==> src/rtl/dma_pacer_pkg.sv <==
package dma_pacer_pkg;
  localparam int NUM_CH = 4;
  localparam int SEL_W  = $clog2(NUM_CH);

  // Converts a delay in ns to a clock-cycle count, rounding up.
  function automatic int ns_to_cycles(input int clk_mhz, input int ns);
    return (clk_mhz * ns + 999) / 1000;
  endfunction
endpackage

==> src/rtl/drq_sync.sv <==
module drq_sync #(
  parameter int WIDTH  = 4,
  parameter int STAGES = 2
) (
  input  logic             clk,
  input  logic             rst_n,
  input  logic [WIDTH-1:0] async_in,
  output logic [WIDTH-1:0] sync_out
);
  logic [WIDTH-1:0] stage_q [STAGES];

  genvar s;
  generate
    for (s = 0; s < STAGES; s++) begin : g_stage
      always_ff @(posedge clk or negedge rst_n) begin
        if (!rst_n) stage_q[s] <= '0;
        else if (s == 0) stage_q[s] <= async_in;
        else stage_q[s] <= stage_q[(s == 0) ? 0 : s-1];
      end
    end
  endgenerate

  assign sync_out = stage_q[STAGES-1];
endmodule

==> src/rtl/lower_prio_detect.sv <==
module lower_prio_detect
  import dma_pacer_pkg::*;
(
  input  logic [SEL_W-1:0]  own_rank,
  input  logic [NUM_CH-1:0] req,
  output logic              lower_hit
);
  logic [NUM_CH-1:0] below_mask;

  genvar k;
  generate
    for (k = 0; k < NUM_CH; k++) begin : g_mask
      assign below_mask[k] = (k > int'(own_rank));
    end
  endgenerate

  assign lower_hit = |(req & below_mask);
endmodule

==> src/rtl/holdoff_timer.sv <==
module holdoff_timer #(
  parameter int SHORT_CYC = 22,
  parameter int LONG_CYC  = 52,
  localparam int CNT_W    = $clog2(LONG_CYC + 1)
) (
  input  logic clk,
  input  logic rst_n,
  input  logic want_bus,
  input  logic dack,
  input  logic lower_hit,
  output logic drq_out
);
  localparam logic [CNT_W-1:0] SHORT_LIM = CNT_W'(SHORT_CYC);
  localparam logic [CNT_W-1:0] LONG_LIM  = CNT_W'(LONG_CYC);

  logic             dack_q, dack_en;
  logic             hold_q, hold_n;
  logic             long_q, long_n;
  logic [CNT_W-1:0] cnt_q, cnt_n;
  logic             drq_q, drq_n;

  always_comb begin
    hold_n = hold_q;
    long_n = long_q;
    cnt_n  = cnt_q;
    if (dack) begin
      hold_n = 1'b0;
      long_n = 1'b0;
      cnt_n  = '0;
    end else if (dack_q) begin
      // acknowledge just released: start the holdoff window
      hold_n = 1'b1;
      long_n = lower_hit;
      cnt_n  = CNT_W'(1);
    end else if (hold_q) begin
      long_n = long_q | lower_hit;
      if (cnt_q >= (long_n ? LONG_LIM : SHORT_LIM)) hold_n = 1'b0;
      else cnt_n = cnt_q + CNT_W'(1);
    end
    drq_n   = want_bus & ~dack & ~hold_n;
    dack_en = (dack != dack_q);
  end

  always_ff @(posedge clk or negedge rst_n) begin
    if (!rst_n) begin
      dack_q <= 1'b0;
      hold_q <= 1'b0;
      long_q <= 1'b0;
      cnt_q  <= '0;
      drq_q  <= 1'b0;
    end else begin
      if (dack_en) dack_q <= dack;
      hold_q <= hold_n;
      long_q <= long_n;
      cnt_q  <= cnt_n;
      drq_q  <= drq_n;
    end
  end

  assign drq_out = drq_q;
endmodule

==> src/rtl/dma_req_pacer.sv <==
module dma_req_pacer
  import dma_pacer_pkg::*;
#(
  parameter int CLK_MHZ  = 20,
  parameter int SHORT_NS = 1100,
  parameter int LONG_NS  = 2600
) (
  input  logic              clk,
  input  logic              rst_n,
  input  logic [SEL_W-1:0]  chan_sel,
  input  logic              want_bus,
  input  logic              dack,
  input  logic [NUM_CH-1:0] drq_in,
  output logic              drq_out
);
  localparam int SHORT_CYC = ns_to_cycles(CLK_MHZ, SHORT_NS);
  localparam int LONG_CYC  = ns_to_cycles(CLK_MHZ, LONG_NS);

  logic [1:0]        rst_sync_q;
  logic              rst_int_n;
  logic [NUM_CH-1:0] drq_seen;
  logic              lower_hit;

  // async assert, synchronous release
  always_ff @(posedge clk or negedge rst_n) begin
    if (!rst_n) rst_sync_q <= 2'b00;
    else rst_sync_q <= {rst_sync_q[0], 1'b1};
  end
  assign rst_int_n = rst_sync_q[1];

  drq_sync #(.WIDTH(NUM_CH), .STAGES(2)) u_sync (
    .clk(clk), .rst_n(rst_int_n), .async_in(drq_in), .sync_out(drq_seen)
  );

  lower_prio_detect u_rank (
    .own_rank(chan_sel), .req(drq_seen), .lower_hit(lower_hit)
  );

  holdoff_timer #(.SHORT_CYC(SHORT_CYC), .LONG_CYC(LONG_CYC)) u_timer (
    .clk(clk), .rst_n(rst_int_n), .want_bus(want_bus), .dack(dack),
    .lower_hit(lower_hit), .drq_out(drq_out)
  );
endmodule

==> config.mk <==
export PLATFORM = sky130hd
export DESIGN_NAME = dma_req_pacer
export DESIGN_NICKNAME = d
export VERILOG_FILES = /design/src/rtl/dma_pacer_pkg.sv /design/src/rtl/drq_sync.sv /design/src/rtl/lower_prio_detect.sv /design/src/rtl/holdoff_timer.sv /design/src/rtl/dma_req_pacer.sv
export SDC_FILE = /design/constraint.sdc
export NUM_CORES = 1
export LEC_CHECK = 0
export ABC_CLOCK_PERIOD_IN_PS = 800
export BUFFER_PORTS_ARGS = -buffer_cell sky130_fd_sc_hd__buf_2
export CAP_MARGIN = 20
export CORE_UTILIZATION = 51
export CTS_BUF_LIST = sky130_fd_sc_hd__clkbuf_4
export DETAILED_ROUTE_END_ITERATION = 7
export GPL_ROUTABILITY_DRIVEN = 1
export HOLD_SLACK_MARGIN = 0.02
export PLACE_DENSITY = 0.75
export SYNTH_ARGS = -nofsm -noshare
export SYNTH_HDL_FRONTEND = slang
export SYNTH_SLANG_ARGS = --single-unit
==> constraint.sdc <==
create_clock -name clk -period 0.8 [get_ports clk]
set_input_delay 0.16 -clock clk [delete_from_list [all_inputs] [get_ports clk]]
set_output_delay 0.16 -clock clk [all_outputs]
set_load 0.05 [all_outputs]
==> metrics.sh, run 1 <==
RUN_STATUS='finished with violations'
FAILED_CHECKS='setup timing'
CLK_PIN_SLEW_NS=0.11
SEQ_AREA_UM2=450
INSTANCES_NO_FILL=108
POWER_LEAKAGE_uW=0.000515
START_UTIL=0.569
SYNTH_SEQ_AREA_SHARE=0.586
DESIGN.DIE.AREA_UM2=1670
ROWS=13
HOLD_PATH.CLASS='in -> reg'
FP.DIEH_UM=40.8
SYNTH-ASYNC-RESET-RATIO=1.00
FINAL.SETUP_SKEW_NS=0.0102
POST-ROUTE-DRC-COUNT=0
GRT_START_MAX_NET_PINS=17
BUFFERS_FROM_CLOCK_ROOT_TO_SINK_AT_MOST=2
SYNTH_SEQ_CELLS=18
POST_SYNTH_INSTANCE_AREA_UM2=768
WORST-ENDPOINT-ARRIVAL_NS=1.97
ANTENNA_VIOLATIONS_BEFORE_REPAIR=0
TIMING.CRITICAL_PATH.SLOWEST_STAGE_CELL='dfrtp_1'
TOTALWIRELENGTH_UM=1620
LAYOUT-AREA-OVERHEAD-VS-SYNTH_PCT=33.2
ANTENNADIODECOUNT=0
POSTLAYOUTCELLAREA_UM2=1020
SETUP_TNS_NS=-7.59
WIRE_PER_INST_UM=15.0
CTS-BUFFERS-INSERTED=3
TIMING.CRITICAL_PATH.SLOWEST_CELL_DELAY_NS=0.39
GRT_FIRST_PASS_WIRELENGTH_UM=2500
LAYOUT_MIN_CYCLE_TIME_NS=1.76
MAX_CAP_VIOLS=0
PLACED_CELLS=100
ROUTED-VIA-COUNT=577
FIRST_GLOBAL_VIAS=562
TIMING.REG2REG.SETUP_SLACK_NS=-0.96
NETS=107
SETUP_VIOL_COUNT_FINAL=10
DETAILEDPLACEMENTHPWL_UM=1120
FRACTION_OF_LAYOUT_INSTANCES_USING_A_DRIVE_STRENGTH_ABOVE_1=0.409
WORSTPATHCELLLIST='a21oi_2, o22ai_2, nor2_2, ha_2, o211ai_2, a21o_1, a21bo_1, a31oi_1'
POWER_DENSITY_nW_PER_UM2=1610
ROUTED_VIA_DENSITY=5.34
FILLCELLCOUNT=96
NUMCLOCKSINKS=18
SYNTHESIS.NETS=77
WORSTPATHREQUIRED_NS=1.00
POSTLAYOUTSETUPSLACKWORST_NS=-0.961
CP_NUM_BUF_INV=0
DPL-INSTANCE-AREA_UM2=931
DELAY_HEAVIEST_FAMILY_CP='compound AO/OA/AOI/OAI gates'
STANDARD_CELL_CORE_AREA_UM2=1350
YS.WARNINGS.COUNT=0
LAST_WEIGHTED_CONGESTION_VALUE_OF_THE_ROUTABILITY_DRIVEN_PLACER=0.823
SYNTH-EDFF-COUNT=0
WORST_SKEW_PAIR.LATE_LATENCY_NS=0.30
YOSYSUNIQUECELLTYPES=31
CRIT_FANOUT=4
TIMING.SETUP.CRITICAL_PATH_CLASS='reg -> reg'
WORST_SETUP_PATH_END_KIND='flop'
HTREE_LEVELS=1
AREA_TAKEN_BY_MULTI_INPUT_LOGIC_GATES_UM2=324
GRT_USE_TOTAL=0.243
WORST_SETUP_PATH_START_KIND='flop'
NUMPORTBUFFERS=9
ANT_NETS=0
SETUP_REPAIR_AFTER_GLOBAL_ROUTING_MISSED_ITS_MARGIN='true'
GLOBALROUTEOVERFLOWTOTAL=0
SYNTH_CELLS=64
AVGSYNTHCELLAREA_UM2=12.0
FINAL-MAX-SLEW-VIOLATION-COUNT=0
CTS-ROOT-BUF='clkbuf_4'
TRITONCTS='yes'
DIE_W_UM=40.8
FINAL-HOLD-VIOLATION-COUNT=0
POSTSYNTH.TOPFLOPCELL='dfrtp_1'
DRT-PASS1-ITER-COUNT=4
MIN_PERIOD_OVER_PERIOD=2.20
IO-PIN-COUNT=11
POST-ROUTE-UTIL=0.758
FIRST_ITER_VIOLATIONS=6
FMAX_MHz=568
MAX-VDD-IR-DROP_mV=1.50
==> report_power, final <==
part	switching, uW	internal (uW)	leakage (uW)	total (uW)
Combinational	106	107	0.000274	213
Clock	286	182	0.0000154	467
Sequential	22.7	947	0.000226	970
==> state kept, by name, indices dropped and copies added, names as in the netlist <==
| name | flops |
|---|---|
| u_timer.cnt_q | 6 |
| u_sync.stage_q | 3 |
| u_sync.sync_out | 3 |
| rst_sync_q | 2 |
| u_timer.dack_q | 1 |
| u_timer.drq_out | 1 |
| u_timer.hold_q | 1 |
| u_timer.long_q | 1 |
==> cells in the mapped netlist, drive strengths merged (2+ instances only) <==
cell,count,area (um^2)
dfrtp,18,450
nand4,2,12.5
nor2b,3,26.3
nor3,2,15.0
nand2,4,15.0
a21oi,2,10.0
ha,3,37.5
nor2,5,18.8
mux2i,2,20.0
o211ai,2,20.0
inv,4,15.0
==> layout make-up <==
class / instances / area share
Sequential cell: 18 / 0.440
Multi-Input combinational cell: 41 / 0.317
Timing Repair Buffer: 26 / 0.185
Clock buffer: 3 / 0.0220
Tap cell: 15 / 0.0183
Inverter: 4 / 0.0147
Clock inverter: 1 / 0.00367
==> cell families (layout without fill, tap and decap cells) <==
kind of cell               count (synthesis)  in the layout  synth area share
xor gates and xnor gates                   2              2            0.0228
other                                      1              1           0.00488
adders and majority gates                  3              3            0.0489
and+or+nand+nor                           23             23             0.178
AOI/OAI and AO/OA                          9              9            0.0896
muxes                                      3              3            0.0456
DFF                                       18             18             0.586
buffers and inverters                      5             34            0.0244
==> worst reg2reg max path, delay by kind of cell, from the launching register on <==
kind                       cells  cell delay, ns
adders and majority gates      1            0.34
AOI/OAI and AO/OA              6            0.87
DFF                            1            0.39
and+or+nand+nor                1            0.08
==> stage by stage <==
| step | setup WS, ns | hold slack (ns) | power [uW] |
|---|---|---|---|
| after floorplan | -0.774 | -0.136 | 1070 |
| after global placement | -0.876 | -0.0558 | 1160 |
| after detailed placement | -0.941 | -0.0536 | 1160 |
| after CTS | -0.944 | 0.0657 | 1650 |
| after global routing | -1.09 | 0.0909 | 1710 |
| final | -0.961 | 0.0769 | 1650 |
==> path summary, 6_finish.rpt <==
kind	start	end	cells after the start
min	dack	u_timer.cnt_q[4]$_DFFE_PN0P_	2
max reg2reg	u_sync.sync_out[3]$_DFF_PN0_	u_timer.cnt_q[0]$_DFFE_PN0P_	8
max in group asynchronous	rst_sync_q[1]$_DFF_PN0_	u_sync.stage_q[6]$_DFF_PN0_	1
min in group asynchronous	rst_n	rst_sync_q[0]$_DFF_PN0_	2
max	u_sync.sync_out[3]$_DFF_PN0_	u_timer.cnt_q[0]$_DFFE_PN0P_	8
min reg2reg	rst_sync_q[1]$_DFF_PN0_	u_timer.cnt_q[2]$_DFFE_PN0P_	1
==> cells in the final DEF (no fill, tap or decap), types with 2 or more instances in the layout <==
master,instances
buf_2,8
buf_4,13
clkbuf_4,3
dfrtp_1,18
dlygate4sd3_1,4
ha_1,2
inv_1,4
mux2i_1,2
nand2_1,3
nand4_1,2
nor2_1,2
nor2_2,3
==> what timing repair did <==
item / in CTS / in global routing
hold endpoints to repair: 5 / 0
setup buffers: 1 / 1
endpoints found under the setup margin: 10 / 10
pin swaps: 4 / 7
gates resized for setup: 2 / 6
hold buffers: 4 / 0
==> layer usage <==
metal | part of all wire | global-route usage | wire length (um) | vias up
li1 | - | - | - | 276
met2 | 0.54 | 0.414 | 873 | 13
met1 | 0.42 | 0.295 | 686 | 284
met4 | 0.012 | 0.100 | 19 | 0
met3 | 0.025 | 0.0489 | 40 | 4
met5 | 0 | 0 | 0 | -
(Power assumes the default switching activity.)
==> inputs of run 2 (changes only) <==
--- a/config.mk
+++ b/config.mk
@@ -6,11 +6,11 @@
 export NUM_CORES = 1
 export LEC_CHECK = 0
 export ABC_CLOCK_PERIOD_IN_PS = 800
-export BUFFER_PORTS_ARGS = -buffer_cell sky130_fd_sc_hd__buf_2
 export CAP_MARGIN = 20
-export CORE_UTILIZATION = 51
+export CORE_UTILIZATION = 57
 export CTS_BUF_LIST = sky130_fd_sc_hd__clkbuf_4
 export DETAILED_ROUTE_END_ITERATION = 7
+export DONT_BUFFER_PORTS = 1
 export GPL_ROUTABILITY_DRIVEN = 1
 export HOLD_SLACK_MARGIN = 0.02
 export PLACE_DENSITY = 0.75
==> metrics.sh, run 2 (synthesis gave the netlist of run 1 again) <==
MIN_PERIOD_OVER_PERIOD=2.26  # +0.0541
CRIT_FANOUT=4  # unchanged
POST-ROUTE-DRC-COUNT=0  # unchanged
FAILED_CHECKS='hold timing, setup timing'
WORST_SETUP_PATH_END_KIND='flop'
SETUP_TNS_NS=-8.21  # -0.617 ns
ROUTED_VIA_DENSITY=6.12  # +14%
LARGEST_REGISTER='u_timer.cnt_q'
TIMING.SETUP.CRITICAL_PATH_CLASS='reg -> reg'
CTS-ROOT-BUF='clkbuf_4'
FRACTION_OF_LAYOUT_INSTANCES_USING_A_DRIVE_STRENGTH_ABOVE_1=0.389  # -0.0197
IO-PIN-COUNT=11  # unchanged
GLOBALROUTEOVERFLOWTOTAL=0  # unchanged
GRT_FIRST_PASS_WIRELENGTH_UM=2840  # +14%
ROWS=12  # -1
LAYOUT.CELLS.MOST_COMMON='dfrtp_1'
NUMCLOCKSINKS=18  # unchanged
NUMPORTBUFFERS=0  # -9
FINAL-HOLD-VIOLATION-COUNT=5  # +5
SETUP_VIOL_COUNT_FINAL=10  # unchanged
FINAL.SETUP_SKEW_NS=0.00842  # -0.00176 ns
GRT_USE_TOTAL=0.318  # +0.0745
FINAL_CELL_MIX='dfrtp_1, buf_4, dlygate4sd3_1'
SETUP_REPAIR_AFTER_GLOBAL_ROUTING_MISSED_ITS_MARGIN='true'
DIE_W_UM=38.7  # -5.1%
RUN_STATUS='finished with violations'
BUFFERS_FROM_CLOCK_ROOT_TO_SINK_AT_MOST=2  # unchanged
LAYOUT-AREA-OVERHEAD-VS-SYNTH_PCT=37.9
DESIGN.DIE.AREA_UM2=1500  # -10%
HTREE_LEVELS=1  # unchanged
LARGEST_REG_FLOPS=6  # unchanged
TOTALWIRELENGTH_UM=2320  # +43%
P_TOTAL_uW=1710  # +3.4%
DRT-PASS1-ITER-COUNT=6  # +2
WORST-ENDPOINT-ARRIVAL_NS=2.01  # +0.04 ns
FINAL-MAX-SLEW-VIOLATION-COUNT=0  # unchanged
WIRE_PER_INST_UM=22.3  # +49%
CLK_PIN_SLEW_NS=0.11  # about the same
POSTLAYOUTCELLAREA_UM2=1060  # +3.5%
FP.DIEH_UM=38.7  # -5.1%
ANT_NETS=0  # unchanged
CTS_HOLD_BUF=5  # +1
ANTENNADIODECOUNT=0  # unchanged
MAX_CAP_VIOLS=0  # unchanged
POSTLAYOUTSETUPSLACKWORST_NS=-1.00  # -0.0433 ns
MAX-VDD-IR-DROP_mV=1.73  # +15%
TIMING.CRITICAL_PATH.SLOWEST_CELL_DELAY_NS=0.40  # about the same
TRITONCTS='yes'
GRT_START_MAX_NET_PINS=11  # -6
FMAX_MHz=554  # -2.4%
WORSTPATHCELLLIST='a21oi_2, o22ai_2, nor2_2, ha_1, nand2b_1, a21o_1, nand2_4, and3_1'
POWER_DENSITY_nW_PER_UM2=1610  # -0.13%
LAST_WEIGHTED_CONGESTION_VALUE_OF_THE_ROUTABILITY_DRIVEN_PLACER=0.740  # -10%
WHS_NS=-0.134  # -0.211 ns
DPL-INSTANCE-AREA_UM2=912  # -2.0%
STANDARD_CELL_CORE_AREA_UM2=1170  # -13%
CTS-BUFFERS-INSERTED=3  # unchanged
DELAY_HEAVIEST_FAMILY_CP='simple AND/OR/NAND/NOR gates'
WORSTPATHREQUIRED_NS=1.00  # about the same
WORST_SKEW_PAIR.LATE_LATENCY_NS=0.31  # about the same
FIRST_ITER_VIOLATIONS=23  # +17
LAYOUT_MIN_CYCLE_TIME_NS=1.80  # +0.0433 ns
DETAILEDPLACEMENTHPWL_UM=1230  # +9.4%
FIRST_GLOBAL_VIAS=629  # +12%
TIMING.CRITICAL_PATH.SLOWEST_STAGE_CELL='dfrtp_1'
CP_NUM_BUF_INV=0  # unchanged
ROUTED-VIA-COUNT=636  # +10%
NETS=104  # -2.8%
HOLD_PATH.CLASS='in -> reg'
START_UTIL=0.656  # +0.0869
ANTENNA_VIOLATIONS_BEFORE_REPAIR=0  # unchanged
WORST_SETUP_PATH_START_KIND='flop'
POWER_LEAKAGE_uW=0.000519  # +0.65%
==> run 2: cell types whose count changed in the layout (fill, tap and decap cells not counted), sizes merged <==
cell and change:
dlygate4sd3 +1, buf -4
==> run 2: final timing paths <==
check / start / slack, ns / endpoint / depth (start not counted)
min in group asynchronous: rst_n / 0.08 / rst_sync_q[1]$_DFF_PN0_ / 1
min reg2reg: rst_sync_q[1]$_DFF_PN0_ / 0.20 / u_sync.stage_q[7]$_DFF_PN0_ / 1
max reg2reg: u_sync.sync_out[1]$_DFF_PN0_ / -1.00 / u_timer.drq_out$_DFF_PN0_ / 8
min: dack / -0.13 / u_timer.dack_q$_DFFE_PN0P_ / 0
max: u_sync.sync_out[1]$_DFF_PN0_ / -1.00 / u_timer.drq_out$_DFF_PN0_ / 8
max in group asynchronous: rst_sync_q[1]$_DFF_PN0_ / 0.46 / u_timer.drq_out$_DFF_PN0_ / 1
==> run 2: repair_timing <==
| item | CTS | global route |
|---|---|---|
| setup buffers | 3 | 1 |
| endpoints found under the hold margin | 11 | 5 |
| gates resized for setup | 4 | 7 |
| gates cloned | 0 | 0 |
| pin swaps | 6 | 8 |
| endpoints found under the setup margin | 10 | 10 |
==> run 2: cell type report <==
type,count,area [um^2]
Inverter,4,15.0
Timing Repair Buffer,23,201
Sequential cell,18,450
Clock inverter,1,3.75
Multi-Input combinational cell,41,349
Tap cell,14,17.5
Clock buffer,3,22.5
Fill cell,46,111
==> run 2: power by group <==
group | internal [uW] | switching (uW)
registers | 947 | 30.9
clock network | 183 | 307
logic | 123 | 116
==> run 2: worst reg2reg max path: stages (launching register included) <==
cell      delay, ns
dfrtp_1        0.40
a21oi_2        0.13
o22ai_2        0.11
nor2_2         0.17
ha_1           0.27
nand2b_1       0.10
a21o_1         0.25
nand2_4        0.10
and3_1         0.17
==> run 2: per-layer routing <==
metal | wire length, um | vias up | global-route usage
met5 | 0 | - | 0
met4 | 116 | 0 | 0.276
met3 | 137 | 14 | 0.0809
met2 | 1190 | 39 | 0.508
met1 | 877 | 312 | 0.342
li1 | - | 271 | -
==> run 2: through the flow <==
step	setup slack, ns	util	hold WS (ns)	cells
detailed placement	-0.958	0.779	-0.136	92
global placement	-0.881	0.779	-0.136	92
CTS	-0.953	0.866	-0.121	103
global route	-1.10	0.905	-0.152	104
floorplan	-0.774	-	-0.136	64
finish	-1.00	0.905	-0.134	104
==> inputs of run 3 (changes only) <==
--- a/config.mk
+++ b/config.mk
@@ -5,10 +5,11 @@
 export SDC_FILE = /design/constraint.sdc
 export NUM_CORES = 1
 export LEC_CHECK = 0
+export ABC_AREA = 1
 export ABC_CLOCK_PERIOD_IN_PS = 800
-export CAP_MARGIN = 20
 export CORE_UTILIZATION = 57
 export CTS_BUF_LIST = sky130_fd_sc_hd__clkbuf_4
+export CTS_CLUSTER_SIZE = 10
 export DETAILED_ROUTE_END_ITERATION = 7
 export DONT_BUFFER_PORTS = 1
 export GPL_ROUTABILITY_DRIVEN = 1
==> metrics.sh, run 3 <==
MAX_CAP_VIOLS=0  # unchanged
FILLCELLCOUNT=86  # +87%
SYNTHMOSTINSTANTIATEDCELL='nand2_1'
FF2FF_PATH_DEPTH=11  # +3
SYNTH_COMPOUND_GATE_AREA_SHARE=0.0656  # -0.0240
DIE_W_UM=40.4  # +4.3%
SYNTHTOPCELLSBYCOUNT='nand2_1, dfrtp_1, inv_1, nor2_1, nand4_1'
POSTLAYOUTSETUPSLACKWORST_NS=-0.870  # +0.135 ns
GLOBALROUTEOVERFLOWTOTAL=0  # unchanged
FINAL-MAX-SLEW-VIOLATION-COUNT=0  # unchanged
AREA_TAKEN_BY_MULTI_INPUT_LOGIC_GATES_UM2=379  # +8.6%
GRT_USE_TOTAL=0.297  # -0.0206
NUMPORTBUFFERS=0  # unchanged
WORST_SETUP_PATH_END_KIND='flop'
FINAL-HOLD-VIOLATION-COUNT=0  # -5
IO-PIN-COUNT=11  # unchanged
DOMINANT_COMBINATIONAL_CELL_FAMILY_BY_AREA_AFTER_SYNTHESIS='simple AND/OR/NAND/NOR gates'
WORST_SETUP_PATH_START_KIND='flop'
FIRST_ITER_VIOLATIONS=20  # -13%
ROUTED_VIA_DENSITY=5.72  # -6.5%
FAILED_CHECKS='setup timing'
AVGSYNTHCELLAREA_UM2=8.93  # -26%
HTREE_LEVELS=1  # unchanged
MAX-VDD-IR-DROP_mV=1.67  # -3.6%
LAST_WEIGHTED_CONGESTION_VALUE_OF_THE_ROUTABILITY_DRIVEN_PLACER=0.773  # +4.4%
POST-ROUTE-DRC-COUNT=0  # unchanged
SYNTH_SEQ_AREA_SHARE=0.537  # -0.0498
SYNTH_SEQ_CELLS=18  # unchanged
WORST_SKEW_PAIR.LATE_LATENCY_NS=0.28  # -0.03 ns
DETAILEDPLACEMENTHPWL_UM=1150  # -6.3%
NETLIST.AREA_LEADER.SHARE=0.537  # -0.0498
SEQ_AREA_UM2=450  # unchanged
CLK_PIN_SLEW_NS=0.10  # about the same
START_UTIL=0.629  # -0.0265
PROPORTION_OF_SYNTHESIZED_AREA_IN_MUX_CELLS=0  # -0.0456
SYNTH-ASYNC-RESET-RATIO=1.00  # unchanged
CRIT_FANOUT=5  # +1
SETUP_REPAIR_AFTER_GLOBAL_ROUTING_MISSED_ITS_MARGIN='true'
LARGEST_REG_FLOPS=6  # unchanged
SYNTH_LARGEST_AREA_CELL='dfrtp_1'
WORSTPATHREQUIRED_NS=0.98  # -0.02 ns
SYNTH_CELLS=94  # +47%
ROUTED-VIA-COUNT=743  # +17%
GRT_FIRST_PASS_WIRELENGTH_UM=3020  # +6.3%
POWER_DENSITY_nW_PER_UM2=1560  # -3.1%
DRT-PASS1-ITER-COUNT=4  # -2
TOTALWIRELENGTH_UM=2070  # -11%
WIRE_PER_INST_UM=15.9  # -28%
POSTSYNTH.TOPFLOPCELL='dfrtp_1'
FMAX_MHz=599  # +8.1%
STANDARD_CELL_CORE_AREA_UM2=1330  # +14%
DESIGN.DIE.AREA_UM2=1630  # +8.8%
SYNTHESIS.NETS=107  # +39%
GRT_START_MAX_NET_PINS=17  # +6
FINAL.SETUP_SKEW_NS=0.00741  # -0.00101 ns
SYNTH_TOP_CELLS_BY_AREA='dfrtp_1, nand2_1, nand4_1, ha_1, a21oi_1'
ANT_NETS=0  # unchanged
FRACTION_OF_LAYOUT_INSTANCES_USING_A_DRIVE_STRENGTH_ABOVE_1=0.304  # -0.0845
LAYOUT_MIN_CYCLE_TIME_NS=1.67  # -0.135 ns
CTS-ROOT-BUF='clkbuf_4'
ROWS=13  # +1
TRITONCTS='yes'
POST_SYNTH_FA_HA_MAJ_AREA_FRACTION=0.0447  # -0.00415
ANTENNADIODECOUNT=0  # unchanged
LAYOUT-AREA-OVERHEAD-VS-SYNTH_PCT=29.7
CTS.REPAIR_TIMING.SETUP_BUFFER_COUNT=0  # -3
TIMING.REG2REG.SETUP_SLACK_NS=-0.87  # +0.13 ns
TIMING.SETUP.CRITICAL_PATH_CLASS='reg -> reg'
ANTENNA_VIOLATIONS_BEFORE_REPAIR=0  # unchanged
HOLD_PATH.CLASS='in -> reg'
WORST-ENDPOINT-ARRIVAL_NS=1.85  # -0.16 ns
POST-ROUTE-UTIL=0.816  # -0.0888
POWER_LEAKAGE_uW=0.000522  # +0.70%
FIRST_GLOBAL_VIAS=635  # +0.95%
YS.WARNINGS.COUNT=0  # unchanged
POST_SYNTH_INSTANCE_AREA_UM2=840  # +9.3%
CTS-BUFFERS-INSERTED=3  # unchanged
YOSYSUNIQUECELLTYPES=21  # -32%
NUMCLOCKSINKS=18  # unchanged
DP_SLACK_NS=-0.874  # +0.0845 ns
SETUP_VIOL_COUNT_FINAL=10  # unchanged
NETS=129  # +24%
FP.DIEH_UM=40.4  # +4.3%
BUFFERS_FROM_CLOCK_ROOT_TO_SINK_AT_MOST=2  # unchanged
WORSTHOLDPATHCELLS=3  # +3
POST_SYNTH_XOR_AREA_FRACTION=0.0104  # -0.0124
YOSYS.AREA_SHARE.SIMPLE=0.277  # +0.0997
MIN_PERIOD_OVER_PERIOD=2.09  # -0.168
SYNTH-EDFF-COUNT=0  # unchanged
LARGEST_REGISTER='u_timer.cnt_q'
RUN_STATUS='finished with violations'
FINAL_CELL_MIX='nand2_1, dfrtp_1, buf_4'
LAYOUT.CELLS.MOST_COMMON='nand2_1'
P_TOTAL_uW=1700  # -0.46%
## run 3: critical path, cell delays in order, from the launching register on
cell and delay, ns:
dfrtp_1 0.39, a21oi_2 0.12, nand2_1 0.09, a21oi_2 0.16, ha_1 0.16, inv_2 0.04, o21ai_2 0.13, nand2_2 0.10
nand2_4 0.13, nand3_4 0.11, nand2_1 0.09, nand2_1 0.05
## run 3: layout make-up
type,instances,area share
inverter,10,0.0368
sequential,18,0.414
timing repair buffer,19,0.160
multi-input combinational,64,0.348
clock inverter,1,0.00345
tap,15,0.0172
clock buffer,3,0.0207
## run 3: worst paths after layout
check	from	to
setup / recovery	u_sync.sync_out[1]$_DFF_PN0_	u_timer.cnt_q[0]$_DFFE_PN0P_
hold / removal	dack	u_timer.cnt_q[4]$_DFFE_PN0P_
setup reg to reg	u_sync.sync_out[1]$_DFF_PN0_	u_timer.cnt_q[0]$_DFFE_PN0P_
hold reg to reg	rst_sync_q[1]$_DFF_PN0_	u_sync.stage_q[7]$_DFF_PN0_
max in group asynchronous	rst_sync_q[1]$_DFF_PN0_	u_timer.cnt_q[0]$_DFFE_PN0P_
min in group asynchronous	rst_n	rst_sync_q[1]$_DFF_PN0_
## run 3: timing repair
action / CTS / global route
hold endpoints to repair: 9 / 0
hold buffers: 6 / 0
setup endpoints to repair: 10 / 10
cloned: 1 / 0
pin swaps: 9 / 1
resized for setup: 5 / 4
## run 3: cells by family after synthesis
family,Yosys count
AOI/OAI and AO/OA,10
xor gates and xnor gates,1
adders and majority gates,3
buffers and inverters,13
DFF,18
other,1
and+or+nand+nor,48
## run 3: layer usage
| metal | wire length (um) | global-route usage | part of all wire | up-vias |
|---|---|---|---|---|
| met5 | 0 | 0 | 0 | - |
| met4 | 21 | 0.108 | 0.010 | 0 |
| met3 | 69 | 0.0389 | 0.033 | 2 |
| met2 | 1070 | 0.504 | 0.51 | 28 |
| met1 | 916 | 0.381 | 0.44 | 360 |
| li1 | - | - | - | 353 |
## run 3: power breakdown
part           total [uW]  leakage [uW]  switching [uW]  internal, uW
clock network         443     0.0000154             262           181
registers             980      0.000226            29.2           951
logic                 276      0.000281             159           118
total                1700      0.000522             450          1250
## run 3: metrics by stage
step | std cells | hold WS (ns) | instance area (um^2) | TNS, ns
3_3_place_gp | 119 | -0.136 | 970 | -5.99
3_5_place_dp | 119 | -0.136 | 970 | -6.81
2_1_floorplan | 94 | -0.136 | 857 | -5.24
5_1_grt | 130 | 0.0250 | 1090 | -7.88
4_1_cts | 130 | 0.0257 | 1080 | -6.70
6_report | 130 | 0.0377 | 1090 | -7.03
